File: config.mk
export PLATFORM = sky130hd
export DESIGN_NAME = esc_phase_seq
export DESIGN_NICKNAME = d
export VERILOG_FILES = /design/src/rtl/esc_pkg.sv /design/src/rtl/esc_alert_gather.sv /design/src/rtl/esc_phase_fsm.sv /design/src/rtl/esc_hs_mon.sv /design/src/rtl/esc_cause_rec.sv /design/src/rtl/esc_phase_seq.sv
export SDC_FILE = /design/constraint.sdc
export NUM_CORES = 1
export LEC_CHECK = 0
export CORE_ASPECT_RATIO = 1.1
export CORE_MARGIN = 8
export CORE_UTILIZATION = 32
export DETAILED_ROUTE_END_ITERATION = 8
export RECOVER_POWER = 100
export SYNTH_ARGS = -nofsm -noshare
export SYNTH_HDL_FRONTEND = slang
export SYNTH_SLANG_ARGS = --single-unit
File: constraint.sdc
create_clock -name clk_i -period 5.5 [get_ports clk_i]
set_clock_uncertainty 0.1 [all_clocks]
set_input_delay 1.375 -clock clk_i [delete_from_list [all_inputs] [get_ports clk_i]]
set_output_delay 1.375 -clock clk_i [all_outputs]
set_load 0.02 [all_outputs]
File: src/rtl/esc_pkg.sv
package esc_pkg;
    localparam int unsigned NPH = 4;

    typedef enum logic [2:0] {
        ST_IDLE,
        ST_NMI,
        ST_WIPE,
        ST_SCRAP,
        ST_RESET,
        ST_DONE
    } esc_state_e;
endpackage

File: src/rtl/esc_alert_gather.sv
module esc_alert_gather #(
    parameter int unsigned N_ALERTS = 4
) (
    input  logic                clk_i,
    input  logic                rst_ni,
    input  logic [N_ALERTS-1:0] alert_req_i,
    input  logic [N_ALERTS-1:0] alert_test_i,
    input  logic [N_ALERTS-1:0] alert_en_i,
    input  logic                clr_i,
    output logic                trig_o,
    output logic [N_ALERTS-1:0] seen_o
);
    logic [N_ALERTS-1:0] hit;
    logic [N_ALERTS-1:0] seen_q;

    // test strobe is merged before the mask: identical path to a real source
    assign hit    = (alert_req_i | alert_test_i) & alert_en_i;
    assign trig_o = |hit;
    assign seen_o = seen_q;

    always_ff @(posedge clk_i or negedge rst_ni) begin
        if (!rst_ni) begin
            seen_q <= '0;
        end else if (clr_i) begin
            seen_q <= '0;
        end else begin
            seen_q <= seen_q | hit;
        end
    end
endmodule

File: src/rtl/esc_phase_fsm.sv
module esc_phase_fsm
    import esc_pkg::*;
#(
    parameter int unsigned CNT_W = 16
) (
    input  logic                      clk_i,
    input  logic                      rst_ni,
    input  logic                      trig_i,
    input  logic                      clr_i,
    input  logic [NPH-1:0][CNT_W-1:0] phase_cyc_i,
    output logic [NPH-1:0]            esc_req_o,
    output logic                      cap_o
);
    esc_state_e       state_q, state_d;
    logic [CNT_W-1:0] cnt_q;
    logic [CNT_W-1:0] len_sel;
    logic [CNT_W-1:0] len_eff;
    logic             in_phase;
    logic             phase_end;
    logic [NPH-1:0]   req_q;

    always_comb begin
        case (state_q)
            ST_NMI:   len_sel = phase_cyc_i[0];
            ST_WIPE:  len_sel = phase_cyc_i[1];
            ST_SCRAP: len_sel = phase_cyc_i[2];
            ST_RESET: len_sel = phase_cyc_i[3];
            default:  len_sel = CNT_W'(1);
        endcase
    end

    assign len_eff   = (len_sel == '0) ? CNT_W'(1) : len_sel;
    assign in_phase  = (state_q == ST_NMI) || (state_q == ST_WIPE) ||
                       (state_q == ST_SCRAP) || (state_q == ST_RESET);
    assign phase_end = in_phase && (cnt_q >= (len_eff - CNT_W'(1)));

    // next state
    always_comb begin
        state_d = state_q;
        if (clr_i) begin
            state_d = ST_IDLE;
        end else begin
            unique case (state_q)
                ST_IDLE:  if (trig_i)    state_d = ST_NMI;
                ST_NMI:   if (phase_end) state_d = ST_WIPE;
                ST_WIPE:  if (phase_end) state_d = ST_SCRAP;
                ST_SCRAP: if (phase_end) state_d = ST_RESET;
                ST_RESET: if (phase_end) state_d = ST_DONE;
                ST_DONE:  state_d = ST_DONE;
                default:  state_d = ST_IDLE;
            endcase
        end
    end

    // state register and phase counter
    always_ff @(posedge clk_i or negedge rst_ni) begin
        if (!rst_ni) begin
            state_q <= ST_IDLE;
            cnt_q   <= '0;
        end else begin
            state_q <= state_d;
            if (state_d != state_q) begin
                cnt_q <= '0;
            end else if (in_phase) begin
                cnt_q <= cnt_q + CNT_W'(1);
            end
        end
    end

    // registered outputs, decoded from the next state so they align with state_q
    always_ff @(posedge clk_i or negedge rst_ni) begin
        if (!rst_ni) begin
            req_q <= '0;
        end else begin
            unique case (state_d)
                ST_NMI:   req_q <= 4'b0001;
                ST_WIPE:  req_q <= 4'b0010;
                ST_SCRAP: req_q <= 4'b0100;
                ST_RESET: req_q <= 4'b1000;
                ST_IDLE:  req_q <= 4'b0000;
                ST_DONE:  req_q <= 4'b0000;
                default:  req_q <= 4'b0000;
            endcase
        end
    end

    assign esc_req_o = req_q;
    assign cap_o     = (state_q == ST_SCRAP) && (state_d == ST_RESET);
endmodule

File: src/rtl/esc_hs_mon.sv
module esc_hs_mon #(
    parameter int unsigned N_CH = 4
) (
    input  logic            clk_i,
    input  logic            rst_ni,
    input  logic            clr_i,
    input  logic [N_CH-1:0] req_i,
    input  logic [N_CH-1:0] ack_i,
    output logic [N_CH-1:0] err_o
);
    for (genvar k = 0; k < N_CH; k++) begin : g_ch
        logic ack_q;
        logic err_q;
        always_ff @(posedge clk_i or negedge rst_ni) begin
            if (!rst_ni) begin
                ack_q <= 1'b0;
                err_q <= 1'b0;
            end else begin
                ack_q <= ack_i[k];
                if (clr_i) begin
                    err_q <= 1'b0;
                end else if (ack_i[k] && !ack_q && !req_i[k]) begin
                    err_q <= 1'b1;
                end
            end
        end
        assign err_o[k] = err_q;
    end
endmodule

File: src/rtl/esc_cause_rec.sv
module esc_cause_rec #(
    parameter int unsigned N_ALERTS = 4
) (
    input  logic                clk_i,
    input  logic                por_ni,
    input  logic                cap_i,
    input  logic [N_ALERTS-1:0] seen_i,
    output logic [N_ALERTS-1:0] cause_o,
    output logic                vld_o
);
    always_ff @(posedge clk_i or negedge por_ni) begin
        if (!por_ni) begin
            cause_o <= '0;
            vld_o   <= 1'b0;
        end else if (cap_i) begin
            cause_o <= seen_i;
            vld_o   <= 1'b1;
        end
    end
endmodule

File: src/rtl/esc_phase_seq.sv
module esc_phase_seq
    import esc_pkg::*;
#(
    parameter int unsigned N_ALERTS = 4,
    parameter int unsigned CNT_W    = 16
) (
    input  logic                      clk_i,
    input  logic                      rst_ni,
    input  logic                      por_ni,
    input  logic [N_ALERTS-1:0]       alert_req_i,
    input  logic [N_ALERTS-1:0]       alert_test_i,
    input  logic [N_ALERTS-1:0]       alert_en_i,
    input  logic                      clr_i,
    input  logic [NPH-1:0][CNT_W-1:0] phase_cyc_i,
    input  logic [NPH-1:0]            esc_ack_i,
    output logic [NPH-1:0]            esc_req_o,
    output logic [NPH-1:0]            esc_err_o,
    output logic [N_ALERTS-1:0]       cause_o,
    output logic                      cause_vld_o
);
    logic                trig;
    logic [N_ALERTS-1:0] seen;
    logic                cap;

    esc_alert_gather #(.N_ALERTS(N_ALERTS)) u_gather (
        .clk_i        (clk_i),
        .rst_ni       (rst_ni),
        .alert_req_i  (alert_req_i),
        .alert_test_i (alert_test_i),
        .alert_en_i   (alert_en_i),
        .clr_i        (clr_i),
        .trig_o       (trig),
        .seen_o       (seen)
    );

    esc_phase_fsm #(.CNT_W(CNT_W)) u_fsm (
        .clk_i       (clk_i),
        .rst_ni      (rst_ni),
        .trig_i      (trig),
        .clr_i       (clr_i),
        .phase_cyc_i (phase_cyc_i),
        .esc_req_o   (esc_req_o),
        .cap_o       (cap)
    );

    esc_hs_mon #(.N_CH(NPH)) u_hs (
        .clk_i  (clk_i),
        .rst_ni (rst_ni),
        .clr_i  (clr_i),
        .req_i  (esc_req_o),
        .ack_i  (esc_ack_i),
        .err_o  (esc_err_o)
    );

    esc_cause_rec #(.N_ALERTS(N_ALERTS)) u_cause (
        .clk_i   (clk_i),
        .por_ni  (por_ni),
        .cap_i   (cap),
        .seen_i  (seen),
        .cause_o (cause_o),
        .vld_o   (cause_vld_o)
    );
endmodule

# [Yosys cells after proc, flatten, opt, wreduce, memory -nomap -nowiden]
# Cells that the tools add are included.
[classes] magnitude_cmp=1 muxes=21 reduce_logical=29 add_sub_neg=2 eq_ne=10 n_bitwise=3
[ops] op="$pmux 16 s4" n=1
[ops] op="$mux 16" n=3
[ops] op="$mux 3" n=6
[ops] op="$pmux 3 s6" n=1
[ops] op="$add 16x1->16 const B" n=1
[ops] op="$ge 16x16->1" n=1
[ops] op="$logic_not 16->1" n=1
[ops] op="$pmux 4 s4" n=1
[ops] op="$sub 16x1->16 const B" n=1
[ops] op="$eq 3x2->1 const B" n=4
[ops] op="$logic_and 1x1->1" n=10
[ops] op="$reduce_bool 2->1" n=5
[ops] op="$eq 3x3->1 const B" n=3
[ops] op="$logic_not 1->1" n=8
[ops] op="$mux 1" n=8
[ops] op="$or 4x4->4" n=2
[ops] op="$eq 3x1->1 const B" n=2
[ops] op="$and 4x4->4" n=1
[ops] op="$mux 4" n=1
[ops] op="$reduce_or 4->1" n=1
[ops] op="$logic_not 3->1" n=1
[ops] op="$logic_or 1x1->1" n=3
[ops] op="$ne 3x3->1" n=1
[totals] in_bits=84 out_inout_bits=13 elab_cells=80 regBits=40

# [Logic depth before layout (Yosys ltp)]
[logic_depth] word_depth=12 ltp_mapped=22 mapped_depth_nobuf=17

# [Hierarchy]
# From an unflattened synthesis, not the netlist that was laid out.
[unflattened] cells_unflattened=325 hier_area_um2=2927.8
[modules_own_cells] module="esc_phase_fsm" area_per_inst_um2=2289.7 n_inst=1 cells_per_inst=274
[modules_own_cells] module="esc_hs_mon" area_per_inst_um2=300.3 n_inst=1 cells_per_inst=24
[modules_own_cells] module="esc_cause_rec" area_per_inst_um2=176.4 n_inst=1 cells_per_inst=10
[modules_own_cells] module="esc_alert_gather" area_per_inst_um2=161.4 n_inst=1 cells_per_inst=17

# [Worst setup path after synthesis]
# Ideal clock, no wire load.
[synth_path] path_kind="input port to flip-flop" startpoint="input phase_cyc_i[53] in the netlist's numbering" endpoint="register u_fsm.cnt_q[10]" path_slack_ps=-216 path_stages=19 t_arrival_ps=5494 path_cell_list="and2b_1 a32o_1 or3_4 or4b_4 buf_6 nor2_1 a31oi_1 ha_1 nand4_1 nor4_1 xor2_1 ha_1 and4_1 nand4_1 a2111oi_0 a211oi_1 o2111ai_1 buf_2 nor2_1"
[synth_between] elab_chain_cells=11 elab_cells_between_ends=15 cone_classes="1 x add/sub; 1 x order compare; 1 x eq/ne; 9 x mux; 3 x reduce/logical"
[synth_rtl] element="start, declared" line_no="esc_phase_seq.sv:14" text="input logic [NPH-1:0][CNT_W-1:0] phase_cyc_i,"
[synth_rtl] element="$pmux 16 s4 (*)" line_no="esc_phase_fsm.sv:23" text="case (state_q)"
[synth_rtl] element="$logic_not 16->1" line_no="esc_phase_fsm.sv:32" text="assign len_eff = (len_sel == '0) ? CNT_W'(1) : len_sel;"
[synth_rtl] element="$mux 16 (*)" line_no="esc_phase_fsm.sv:32"
[synth_rtl] element="$sub 16x1->16 (*)" line_no="esc_phase_fsm.sv:35" text="assign phase_end = in_phase && (cnt_q >= (len_eff - CNT_W'(1)));"
[synth_rtl] element="$ge 16x16->1 (*)" line_no="esc_phase_fsm.sv:35"
[synth_rtl] element="$logic_and 1x1->1 (*)" line_no="esc_phase_fsm.sv:35"
[synth_rtl] element="$mux 3 (on tied branches)"
[synth_rtl] element="$pmux 3 s6 (*)" line_no="esc_phase_fsm.sv:43" text="unique case (state_q)"
[synth_rtl] element="$mux 3 (*)" line_no="esc_phase_fsm.sv:40" text="if (clr_i) begin"
[synth_rtl] element="$ne 3x3->1 (*)" line_no="esc_phase_fsm.sv:62" text="if (state_d != state_q) begin"
[synth_rtl] element="$mux 16 or $reduce_bool 2->1 (tied branches)"
[synth_rtl] element="end signal, assigned" line_no="esc_phase_fsm.sv:65" text="cnt_q <= cnt_q + CNT_W'(1);"
[synth_rtl] element="end, declared" line_no="esc_phase_fsm.sv:15" text="logic [CNT_W-1:0] cnt_q;"
# Mark *: on every way between the ends. The rest lies on a longest branch, timed or not.
# A chain may end at the register's enable or synchronous reset.

# [Final worst setup path]
[layout_path] startpoint="input phase_cyc_i[53] in the netlist's numbering" endpoint="register u_cause.cause_o[0]"
[layout_between] elab_chain_cells=11 elab_cells_between_ends=14 cone_classes="1 x add/sub; 1 x order compare; 1 x eq/ne; 8 x mux; 3 x reduce/logical"
[layout_rtl] element="$pmux 16 s4 (*)" line_no="esc_phase_fsm.sv:23"
[layout_rtl] element="$logic_not 16->1" line_no="esc_phase_fsm.sv:32"
[layout_rtl] element="$mux 16 (*)" line_no="esc_phase_fsm.sv:32"
[layout_rtl] element="$sub 16x1->16 (*)" line_no="esc_phase_fsm.sv:35"
[layout_rtl] element="$ge 16x16->1 (*)" line_no="esc_phase_fsm.sv:35"
[layout_rtl] element="$logic_and 1x1->1 (*)" line_no="esc_phase_fsm.sv:35"
[layout_rtl] element="$mux 3 (on tied branches)"
[layout_rtl] element="$pmux 3 s6 (*)" line_no="esc_phase_fsm.sv:43"
[layout_rtl] element="$mux 3 (*)" line_no="esc_phase_fsm.sv:40"
[layout_rtl] element="$eq 3x3->1 (*)" line_no="esc_phase_fsm.sv:88" text="assign cap_o = (state_q == ST_SCRAP) && (state_d == ST_RESET);"
[layout_rtl] element="$logic_and 1x1->1 (*)" line_no="esc_phase_fsm.sv:88"
[layout_rtl] element="end signal, assigned" line_no="esc_cause_rec.sv:16" text="cause_o <= seen_i;"
[layout_rtl] element="end, declared" line_no="esc_cause_rec.sv:8" text="output logic [N_ALERTS-1:0] cause_o,"
# Marks and branches as above.

==> metrics <==
run status complete, but fails checks; violated checks capacitance limit, slew limit; DRC 0; RD Place Congestion about 0.87; EDFF count, synth 0; Critical Path Slowest Stage Cell or4b_4; cts bufs inserted 5; final hold vios 0; GRT Total Usage approximately 16%; setup tns final 0 ns; Via density approximately 5.2; DRT Wirelength ~11000 um; Die H 120 um; class of the worst hold path flip-flop to flip-flop; Power Density 178 nW/um^2; H-Tree Depth 2; max-cap violations 1; final net count roughly 600; CTS Sinks 40; Design Power approximately 0.85 mW; P_leak ~2.2 nW; reg2reg setup slack about 0.29 ns; sw power 0.260 mW; Synth cell types 62; CP Launch Type input pin; Synth Area per Inst 8.83 um^2; maximum VDD drop about 0.00011 V; clock network fraction of design power between 20% and 30%; hold path cells 1; DR iter-0 viols 208; HPWL Detailed just over 8000 um; Reg2Reg Depth 19; area delta synth->final 53.4%; Die Wd between 100 and 150 um; FF-to-FF Start u_fsm.state_q[1]$_DFF_PN0_; post-route ant nets 0; RR Endpoint u_cause.cause_o[0]$_DFFE_PN0P_; hold_sp u_cause.vld_o$_DFFE_PN0P_; largest net degree at the start of global routing 36; Worst EP arrival 5.54 ns; initial antenna violation count 0; register share of total power a little under two fifths; total vias in the final route approximately 3100; Worst EP required about 5.6 ns; Top Ports 97; CP most frequent cell nand4_1; first-pass GRT wire length around 17000 um; flops & latches, synth 40; slowest stage delay, CP between 0.5 and 0.6 ns; ys async rst share between 90% and 100%; Pint approximately 0.59 mW; Root Buffer Master clkbuf_8; placed instance area ~4400 um^2; Layout fillers 946; core footprint just under 10000 um^2; Starting Density between 30 and 40%; Final setup viols 0; Reg clk slew, reported paths around 0.08 ns; Top FF cell, synth dfrtp_1; CP startpoint phase_cyc_i[53]; WL/cell approximately 18 um; DRT Pass-1 Iters 4; Worst-Margin Slew roughly 2.0 ns; Worst setup EP type flip-flop; Comb pwr share 32.7%; GR Overflow Total 0; Max clock buf depth 2; sw frac around 30%; vias in the first global route roughly 3400; share of cells above drive strength 1 about 21%; cts hold-fix bufs 0; Row Count 38; Antenna diodes 0; max frequency roughly 0.18 GHz; PortBufs 96; critical path class input pin to flip-flop; final critical-path required period approximately 5.5 ns; RSZ-0062 raised after global routing true; crit path capture u_cause.cause_o[0]$_DFFE_PN0P_; fin crit share between 90% and 100%; Synthesized Nets ~460; critical-path maximum fanout 6; register area share after synthesis 31.9%; Rel. slew slack -33.1%; design area between 4000 and 5000 um^2; Slew Viols, Final 36; Ys Warns 0; Syn Std Cell Area about 3100 um^2; CTS tree built; CP Cell Sequence clkbuf_2, and2b_1, a32o_2, or3_4, or4b_4, nor2_4, a31oi_4, ha_2, nand4_1, nor4_2, xor2_1, ha_1, and4_4, nand4_1, a2111oi_4, buf_4, a211o_1, nand4_1, buf_6, mux2_4; clock latency on the worst-skew pair roughly 0.31 ns; Gate Count Post-Synth 355; total die area around 13000 um^2
-- logic make-up (layout without fill, tap and decap cells) --
| logic type | count (synthesis) | count (layout) | synth area share (%) |
|---|---|---|---|
| buf+inv | 33 | 161 | 5.71 |
| flops | 40 | 40 | 31.9 |
| fa+ha+maj | 18 | 18 | 7.19 |
| mux | 23 | 23 | 7.78 |
| xor+xnor | 26 | 26 | 7.27 |
| simple gates | 126 | 126 | 21.0 |
| compound gates | 89 | 89 | 19.2 |
-- state kept, by name (all words and copies together), names as in the netlist --
signal           flops
u_cause.cause_o      4
u_cause.vld_o        1
u_fsm.cnt_q         16
u_fsm.esc_req_o      4
u_fsm.state_q        3
u_gather.seen_o      4
u_hs.g_ch.ack_q      4
u_hs.g_ch.err_q      4
-- Yosys cell counts (all sizes together), types with 6 or more instances --
cell,n,share of area (%)
buf,17,3.8
nor2,46,5.5
a21oi,26,4.2
and3,7,1.4
a211oi,6,1.4
o21ai,18,3.0
nand2,21,2.5
xnor2,6,1.7
mux2i,15,4.8
ha,18,7.2
clkbuf,6,0.72
mux2,8,3.0
nand4,7,1.4
dfrtp,40,32
nand3,8,1.3
inv,10,1.2
xor2,20,5.6
-- worst min path at each step --
stage                                          end  slack [ns]
CTS                      u_cause.vld_o$_DFFE_PN0P_        0.39
global placement         u_cause.vld_o$_DFFE_PN0P_        0.35
detailed placement       u_cause.vld_o$_DFFE_PN0P_        0.37
floorplan           u_hs.g_ch[0].err_q$_DFFE_PN0P_        0.36
finish                   u_cause.vld_o$_DFFE_PN0P_        0.38
global route        u_cause.cause_o[1]$_DFFE_PN0P_        0.43
-- through the flow --
step	util, %	std cells	setup slack (ns)	hold WS, ns
floorplan	-	355	0.00286	0.364
global placement	45.0	580	-0.447	0.353
detailed placement	45.0	580	-0.512	0.367
CTS	48.2	599	0.0108	0.389
global route	49.6	603	-0.0474	0.428
finish	49.6	603	0.0491	0.377
-- cells in the final DEF (no fill, tap or decap), types with 15 or more instances in the layout --
cell type        instances
a21oi_1                 25
buf_4                   43
clkdlybuf4s50_1         51
dfrtp_1                 39
dlygate4sd3_1           19
dlymetal6s2s_1          15
ha_1                    17
nand2_1                 21
nor2_1                  45
xor2_1                  20
-- critical path, delay by kind of cell --
family                   cells  cell delay, ns
XOR/XNOR                     1            0.17
AND/OR/NAND/NOR              9            1.98
buffers and inverters        3            0.42
adder cells (fa/ha/maj)      2            0.51
AO/OA/AOI/OAI                4            0.81
multiplexers                 1            0.29
-- routing by layer --
| layer | vias up | global-route usage, % | share of wire (%) |
|---|---|---|---|
| li1 | 1552 | - | - |
| met4 | 0 | 4.42 | 1.5 |
| met5 | - | 0 | 0 |
| met3 | 12 | 3.22 | 5.5 |
| met2 | 65 | 27.2 | 50 |
| met1 | 1514 | 19.8 | 43 |
-- timing repair --
action | 4_1_cts | 5_1_grt
gates cloned | 1 | 0
gates resized for setup | 30 | 43
buffers inserted | 10 | 5
endpoints found under the setup margin | 25 | 26
pin swaps | 21 | 28
endpoints found under the hold margin | 0 | 0
-- power groups by stage --
| stage | sequential [mW] | combinational [mW] | clock, mW |
|---|---|---|---|
| after floorplan | 0.322 | 0.116 | 0 |
| after global placement | 0.325 | 0.245 | 0 |
| after detailed placement | 0.325 | 0.247 | 0 |
| after CTS | 0.319 | 0.271 | 0.267 |
| after global routing | 0.322 | 0.302 | 0.277 |
| final | 0.319 | 0.279 | 0.255 |
-- area by class of cell --
class / instances / area (um^2) / area share, %
repair buffers: 143 / 1370 / 28.4
multi-input cells: 282 / 2140 / 44.4
flip-flops and latches: 40 / 1000 / 20.8
clock inverters: 3 / 47.5 / 0.989
well taps: 120 / 150 / 3.12
clock buffers: 5 / 68.8 / 1.43
inverters: 10 / 37.5 / 0.781
(Power assumes the default switching activity.)
